--- src/rtl/pmbl_pkg.sv ---
`timescale 1ns/1ps
package pmbl_pkg;
  typedef enum logic [1:0] {
    LK_IDLE = 2'd0,
    LK_ASK  = 2'd1,
    LK_REL  = 2'd2,
    LK_FIN  = 2'd3
  } link_st_e;
endpackage

--- src/rtl/pmbl_sync.sv ---
`timescale 1ns/1ps
module pmbl_sync #(
  parameter int         WIDTH   = 1,
  parameter int         STAGES  = 2,
  parameter logic [0:0] RST_VAL = 1'b0
) (
  input  logic             clk,
  input  logic             rst_n,
  input  logic [WIDTH-1:0] d,
  output logic [WIDTH-1:0] q
);
  logic [WIDTH-1:0] stg [STAGES];

  always_ff @(posedge clk or negedge rst_n) begin
    if (!rst_n) begin
      for (int i = 0; i < STAGES; i++) stg[i] <= {WIDTH{RST_VAL}};
    end else begin
      stg[0] <= d;
      for (int i = 1; i < STAGES; i++) stg[i] <= stg[i-1];
    end
  end

  assign q = stg[STAGES-1];
endmodule

--- src/rtl/pmbl_shifter.sv ---
`timescale 1ns/1ps
module pmbl_shifter #(
  parameter int DATA_W = 8
) (
  input  logic              clk,
  input  logic              rst_n,
  input  logic              load,
  input  logic [DATA_W-1:0] load_val,
  input  logic              run,
  input  logic              sclk_s,
  input  logic              bit_in,
  output logic [DATA_W-1:0] sr_q
);
  localparam int CNT_W = $clog2(DATA_W + 1);

  logic             sclk_d;
  logic [CNT_W-1:0] cnt_q;
  logic             full;
  logic             rise;

  assign full = (cnt_q == CNT_W'(DATA_W));
  assign rise = sclk_s & ~sclk_d;

  always_ff @(posedge clk or negedge rst_n) begin
    if (!rst_n) begin
      sclk_d <= 1'b0;
      cnt_q  <= '0;
      sr_q   <= '0;
    end else begin
      sclk_d <= sclk_s;
      if (load) begin
        sr_q  <= load_val;
        cnt_q <= '0;
      end else if (run && rise && !full) begin
        sr_q  <= {sr_q[DATA_W-2:0], bit_in};
        cnt_q <= cnt_q + 1'b1;
      end
    end
  end
endmodule

--- src/rtl/pmbl_fsm.sv ---
`timescale 1ns/1ps
module pmbl_fsm
  import pmbl_pkg::*;
(
  input  logic clk,
  input  logic rst_n,
  input  logic start_fire,
  input  logic ack_s,
  output logic idle,
  output logic req_n,
  output logic capture,
  output logic fin
);
  link_st_e st_q, st_d;

  always_comb begin
    st_d = st_q;
    unique case (st_q)
      LK_IDLE: if (start_fire) st_d = LK_ASK;
      LK_ASK:  if (!ack_s)     st_d = LK_REL;
      LK_REL:  if (ack_s)      st_d = LK_FIN;
      LK_FIN:                  st_d = LK_IDLE;
      default:                 st_d = LK_IDLE;
    endcase
  end

  always_ff @(posedge clk or negedge rst_n) begin
    if (!rst_n) st_q <= LK_IDLE;
    else        st_q <= st_d;
  end

  assign idle    = (st_q == LK_IDLE);
  assign req_n   = (st_q != LK_ASK);
  assign capture = (st_q == LK_REL) && ack_s;
  assign fin     = (st_q == LK_FIN);
endmodule

--- src/rtl/pm_byte_link.sv ---
`timescale 1ns/1ps
module pm_byte_link #(
  parameter int DATA_W      = 8,
  parameter int SYNC_STAGES = 2
) (
  input  logic              clk,
  input  logic              rst_n,
  input  logic              start_valid,
  output logic              start_ready,
  input  logic              start_dir,
  input  logic [DATA_W-1:0] start_byte,
  output logic              req_n,
  input  logic              ack_n,
  input  logic              sclk,
  input  logic              sdin,
  output logic              sdout,
  output logic [DATA_W-1:0] rx_byte,
  output logic              done,
  output logic              busy
);
  logic              ack_s;
  logic [1:0]        ser_s;
  logic              idle;
  logic              capture;
  logic              start_fire;
  logic              mode_rx_q;
  logic [DATA_W-1:0] sr_q;

  pmbl_sync #(.WIDTH(1), .STAGES(SYNC_STAGES), .RST_VAL(1'b1)) u_ack_sync (
    .clk(clk), .rst_n(rst_n), .d(ack_n), .q(ack_s)
  );

  pmbl_sync #(.WIDTH(2), .STAGES(SYNC_STAGES), .RST_VAL(1'b0)) u_ser_sync (
    .clk(clk), .rst_n(rst_n), .d({sclk, sdin}), .q(ser_s)
  );

  assign start_fire = start_valid & idle;

  pmbl_fsm u_fsm (
    .clk(clk), .rst_n(rst_n), .start_fire(start_fire), .ack_s(ack_s),
    .idle(idle), .req_n(req_n), .capture(capture), .fin(done)
  );

  pmbl_shifter #(.DATA_W(DATA_W)) u_shift (
    .clk(clk), .rst_n(rst_n),
    .load(start_fire),
    .load_val(start_dir ? {DATA_W{1'b0}} : start_byte),
    .run(!idle),
    .sclk_s(ser_s[1]),
    .bit_in(ser_s[0]),
    .sr_q(sr_q)
  );

  always_ff @(posedge clk or negedge rst_n) begin
    if (!rst_n) begin
      mode_rx_q <= 1'b1;
      rx_byte   <= '0;
    end else begin
      if (start_fire) mode_rx_q <= start_dir;
      if (capture && mode_rx_q) rx_byte <= sr_q;
    end
  end

  assign start_ready = idle;
  assign busy        = !idle;
  assign sdout       = (busy && !mode_rx_q) ? sr_q[DATA_W-1] : 1'b1;
endmodule

--- config.mk ---
export PLATFORM = sky130hd
export DESIGN_NAME = pm_byte_link
export DESIGN_NICKNAME = d
export VERILOG_FILES = /design/src/rtl/pmbl_pkg.sv /design/src/rtl/pmbl_sync.sv /design/src/rtl/pmbl_shifter.sv /design/src/rtl/pmbl_fsm.sv /design/src/rtl/pm_byte_link.sv
export SDC_FILE = /design/constraint.sdc
export NUM_CORES = 1
export LEC_CHECK = 0
export ABC_AREA = 0
export BUFFER_PORTS_ARGS = -buffer_cell sky130_fd_sc_hd__buf_2
export CAP_MARGIN = 20
export CORE_UTILIZATION = 30
export DETAILED_ROUTE_END_ITERATION = 16
export GPL_TIMING_DRIVEN = 0
export PLACE_DENSITY_LB_ADDON = 0.15
export SYNTH_ARGS = -nofsm -noshare
export SYNTH_HDL_FRONTEND = slang
export SYNTH_HIERARCHICAL = 1
export SYNTH_SLANG_ARGS = --single-unit
export TNS_END_PERCENT = 20
--- constraint.sdc ---
create_clock -name clk -period 4.15 [get_ports clk]
set_input_delay 0.415 -clock clk [delete_from_list [all_inputs] [get_ports clk]]
set_output_delay 0.415 -clock clk [all_outputs]
set_load 0.01 [all_outputs]
# Word level (Yosys, flattened, before mapping)
# Cells that the tools add are included.
# W data, S select, Z words.
# totals
word_cells	43
in_bits	15
reg_bits	30
output_inout_bits	13
# op_classes
n_addsub	1
n_reduce_logical	11
bitwise_logic	3
n_eq_ne	8
mux	10
# op_table
cell	n
$mux W8	3
$mux W4	2
$pmux W2 S4	1
$mux W2	3
$logic_and A1 B1 Y1	5
$add A4 B1 Y4 const B	1
$eq A2 B2 Y1 const B	2
$eq A4 B4 Y1 const B	1
$ne A2 B1 Y1 const B	2
$ne A2 B2 Y1 const B	2
$logic_not A1 Y1	3
$reduce_and A3 Y1	1
$and A1 B1 Y1	2
$eq A2 B1 Y1 const B	1
$logic_not A2 Y1	1
$reduce_bool A2 Y1	1
$mux W1	1
$not A1 Y1	1

# Logic depth before layout (Yosys ltp)
# depth
word_depth	6
ltp_mapped	7
mapped_depth_nobuf	6

# Modules after synthesis
# The synthesis kept the hierarchy.
# by_module_without_submodules
module	instances	seq_area_each_um2	area_each_um2	cells_per_inst
pmbl_shifter	1	325.3	675.6	66
pm_byte_link	1	226.5	401.6	30
pmbl_fsm	1	50.0	182.7	17
pmbl_sync at u_ser_sync	1	100.1	115.1	6
pmbl_sync at u_ack_sync	1	52.6	52.6	2

# Worst setup path after synthesis
# Ideal clock, no wire load.
# synth_timing
path_kind	register to register
start	register u_fsm.st_q[0]
end	register u_shift.sr_q[6]
path_slack_ns	2.278
required_time_ns	4.024
path_stages_with_launch	8
setup_ns	0.126
synth_period_minus_slack_ns	1.872
t_arrival_ns	1.746
n_path_buf	1
cell_sequence	dfrtp_1 inv_1 ha_1 and2_1 clkbuf_1 nor2b_1 and3_1 a221o_1
# synth_via
word_cells_on_any_way	7
classes_between	mux (1); bitwise (1); reduce/logical (5)
# synth_lines
element	line_no	source
start, declared	pmbl_fsm.sv:14	link_st_e st_q, st_d;
start signal, assigned	pmbl_fsm.sv:29	else st_q <= st_d;
$logic_not A2 Y1 (*)	pmbl_fsm.sv:32	assign idle = (st_q == LK_IDLE);
named net start_ready	pm_byte_link.sv:9	output logic start_ready,
$and A1 B1 Y1 (*)	pm_byte_link.sv:37	assign start_fire = start_valid & idle;
named net start_fire	pm_byte_link.sv:25	logic start_fire;
$mux W8 or $reduce_bool A2 Y1 (tied branches)	--	
end signal, assigned	pmbl_shifter.sv:32	sr_q <= load_val;
end signal, assigned	pmbl_shifter.sv:35	sr_q <= {sr_q[DATA_W-2:0], bit_in};
end, declared	pmbl_shifter.sv:12	output logic [DATA_W-1:0] sr_q
# The timed path passes the listed nets; every way through them passes the cells marked *.
# A chain may end at the register's enable or synchronous reset.

# Worst setup path in the final report
# layout_timing
start	register u_fsm.st_q[0]
end	register u_shift.sr_q[0]
# layout_via
word_cells_on_any_way	7
classes_between	mux (1); bitwise (1); reduce/logical (5)
# layout_lines
element	line_no
$logic_not A2 Y1 (*)	pmbl_fsm.sv:32
$and A1 B1 Y1 (*)	pm_byte_link.sv:37
named net start_fire	pm_byte_link.sv:25
$mux W8 or $reduce_bool A2 Y1 (tied branches)	--
# Marks and branches as above.

==> results.md <==
- Status: finished, violations left
- Failing checks: DRC
- Min Tclk post-route: 2.184 ns
- DRC viols: 2
- Global-route wire length before repair: 5202 um
- Inst Count DP: 200
- Max Cap Violations: 0
- Clk_skew: between 0.004 and 0.005 ns
- Chip width: 70.99 um
- Mapped Avg Cell Area: 11.80 um2
- Post_cts resized: 0
- Critical path fanouts, max: 10
- CP max stage cell: buf_1
- FF-to-FF setup slack: between 1.5 and 2 ns
- Row cnt: 24
- XOR/XNOR Fraction of Synth Area: 0%
- Worst setup path startpoint: u_fsm/st_q[0]
- DP HPWL: a little under 2000 um
- Crit-path cells: inv_1 -> ha_1 -> and2_1 -> clkbuf_1 -> buf_1 -> a31oi_1 -> a21oi_1
- Sequential share of the synthesized area: 52.85%
- Reg2reg start: u_fsm/st_q[0]
- Comb power frac: 38.1%
- Footprint of the multi-input gates: 605.6 um2
- Critical Path End: u_shift/sr_q[0]
- Clock latency at the later pin of the worst-skew pair: about 0.28 ns
- Port bufs: 27
- Hold_buf cts: 0
- CTS tree: done
- Register bit total from synthesis: 30
- Synth Area in Compound Gates: 10.08%
- Via density: 4.952
- Setup TNS: 0 ns
- Htree depth: 2
- Cell-internal power: roughly 720 uW
- GR Util met3: about 5.3%
- Area of the core: 4474 um2
- Layout area overhead: 19.63%
- Maximum clock insertion buffer count: 2
- RePlAce Congestion: 0.8327
- Pin count of the biggest net entering global routing: 31
- Worst path depth: 7
- CP delay by family, top: buffers and inverters
- Synthesized area: 1428 um2
- Final instance count without filler cells: 208
- Sw Share: 34.21%
- Io pins: 28
- Cell accounting for the most synthesized area: dfrtp_1
- Initial Utilization: a little under a third
- FF-to-FF End: u_shift/sr_q[0]
- Setup WS post-layout: 1.966 ns
- Layout cells sized above 1: roughly a third
- Period utilization: 52.62%
- Clock slew at reported path FFs: 0.06 ns
- Met2 usage: 20.83%
- Post-Synth Simple-Gate Area: 16.65%
- Total gr overflow: 0
- Clock share of power: 20.2%
- Dpl ws: 1.995 ns
- Setup crit end kind: flip-flop
- Post-Syn Nets: approximately 140
- Die H: 70.99 um
- Seq pwr share: between 40% and 50%
- Filler cells: 452
- Overall routed net length: 2938 um
- Startpoint types: flip-flop
- # diodes: 0
- GRT Total Usage: 13.60%
- Fin. max-slew vios: 0
- DRT iter0 DRCs: 48
- Worst EP required: 4.35 ns
- Finish-stage setup viols: 0
- Post-CTS Setup Inserts: 0
- CTS Buf Count: 5
- Total power draw: 1100 uW
- Die Area: 5039 um2
- Clk root buf: clkbuf_8
- Path depth of the worst reg2reg path: 7
- Maximum VDD drop: 0.1999 mV
- Synth Instances: around 120
- Worst-Margin Slew: 0.6772 ns
- Worst hold-check path type: input port to async pin
- Number of global-route vias before repair: 1086
- Clk sinks: 30
- Initial antenna violation count: 0
- Largest family of logic cells by synthesized area: simple AND/OR/NAND/NOR gates
- Fmax: 457.9 MHz
- TritonRoute pass-1 iters: 12
- RSZ-0062 raised after global routing: false
- Worst Path Buf+Inv: 3
- WL/cell: 14.13 um
- Power per cell area: 644.3 nW/um2
- Synth warn: 6
- Met1 Track Usage GR: ~17%
- Static Leak: 0.0008344 uW
- CP Class: flip-flop to flip-flop
- Yosys cell types: 30
- Layout net count: approximately 180
- Post-route ant nets: 0
- Storage cell area: around 750 um2
- Commonest non-fill, non-tap cells in the layout: buf_2, dfrtp_1, nor2b_1
- Post-synthesis adder-cell area fraction: 6.135%
- Worst rel slew slack: 54.85%
- Mux cell area share after synthesis: 9.553%
- Yosys top cell area share: 47.33%
- Net switching power: 376.5 uW
- Top cells by area, synth: dfrtp_1, mux2_2, nor2b_1
- Most Crowded Layer GR: met2
- Critical path's largest stage delay: about 0.43 ns
- Hold Vio Cnt, Final: 0
- CP arrival: 2.38 ns
- Via count: 1030
synthesized netlist by cell type:
cell and count:
a21oi_1 6, a221o_1 6, a31oi_1 2, and2_1 1, and2_2 1, and3_1 5, and3b_1 2, buf_1 1
buf_4 2, buf_6 1, clkbuf_1 2, dfrtp_1 27, dfstp_2 3, ha_1 7, inv_1 8, mux2_2 9
mux2_4 1, mux2i_1 2, nand2_1 1, nand2_2 1, nand3_1 3, nand3b_1 2, nor2_1 1, nor2b_1 16
nor4b_1 1, o21ai_0 5, o21ai_2 1, o31ai_1 1, or3_2 1, or4_1 2
how the worst min path moves through the flow:
stage                                 start                end  slack, ns  cells after the start
after floorplan                       rst_n         rx_byte[0]       0.12                      0
after global placement    u_ser_sync/stg[3]    u_ser_sync/q[1]       0.33                      0
after detailed placement  u_ser_sync/stg[3]    u_ser_sync/q[1]       0.34                      0
after CTS                             rst_n    u_shift/sr_q[4]       0.19                      1
after global routing                  ack_n  u_ack_sync/stg[1]       0.22                      1
final                                 rst_n    u_shift/sr_q[4]       0.17                      1
sequential cells by signal, summed over array words and instances (netlist names):
signal / flops
u_ack_sync/q: 1
u_ser_sync/q: 2
u_fsm/st_q: 2
rx_byte: 8
u_shift/sr_q: 8
u_shift/cnt_q: 4
u_shift/sclk_d: 1
u_ack_sync/stg: 1
u_ser_sync/stg: 2
mode_rx_q: 1
kinds of logic (layout without fill, tap and decap cells):
kind of cell / Yosys count / count (layout)
and+or+nand+nor: 37 / 37
DFF: 30 / 30
AOI/OAI and AO/OA: 21 / 21
buffers and inverters: 14 / 49
muxes: 12 / 12
adders and majority gates: 7 / 7
routing by layer:
layer  routed length (um)  vias up  share of wire, %
met4                   34        0               1.2
met2                 1375       19                47
met3                  127        5               4.3
li1                     -      491                 -
met1                 1401      515                48
met5                    0        -                 0
power by group through the flow:
stage | logic [uW] | registers (uW) | clock network [uW]
after floorplan | 284 | 462 | 0
after global placement | 408 | 460 | 0
after detailed placement | 420 | 464 | 0
after CTS | 426 | 459 | 232
after global routing | 471 | 474 | 246
final | 419 | 459 | 222
metrics by stage:
| step | util, % | instance area (um2) | hold WS, ns |
|---|---|---|---|
| after floorplan | - | 1428 | 0.1194 |
| after global placement | 36.38 | 1628 | 0.3319 |
| after detailed placement | 36.38 | 1628 | 0.3379 |
| after CTS | 38.17 | 1708 | 0.1874 |
| after global routing | 38.17 | 1708 | 0.2173 |
| final | 38.17 | 1708 | 0.1696 |
area by class of cell:
type / instances / area share (%)
Multi-Input combinational cell: 77 / 35.46
Inverter: 8 / 1.758
Sequential cell: 30 / 44.18
Buffer: 6 / 2.198
Clock buffer: 8 / 4.689
Timing Repair Buffer: 27 / 7.912
Tap cell: 52 / 3.810
No activity file was read; power rests on OpenSTA's default activity.
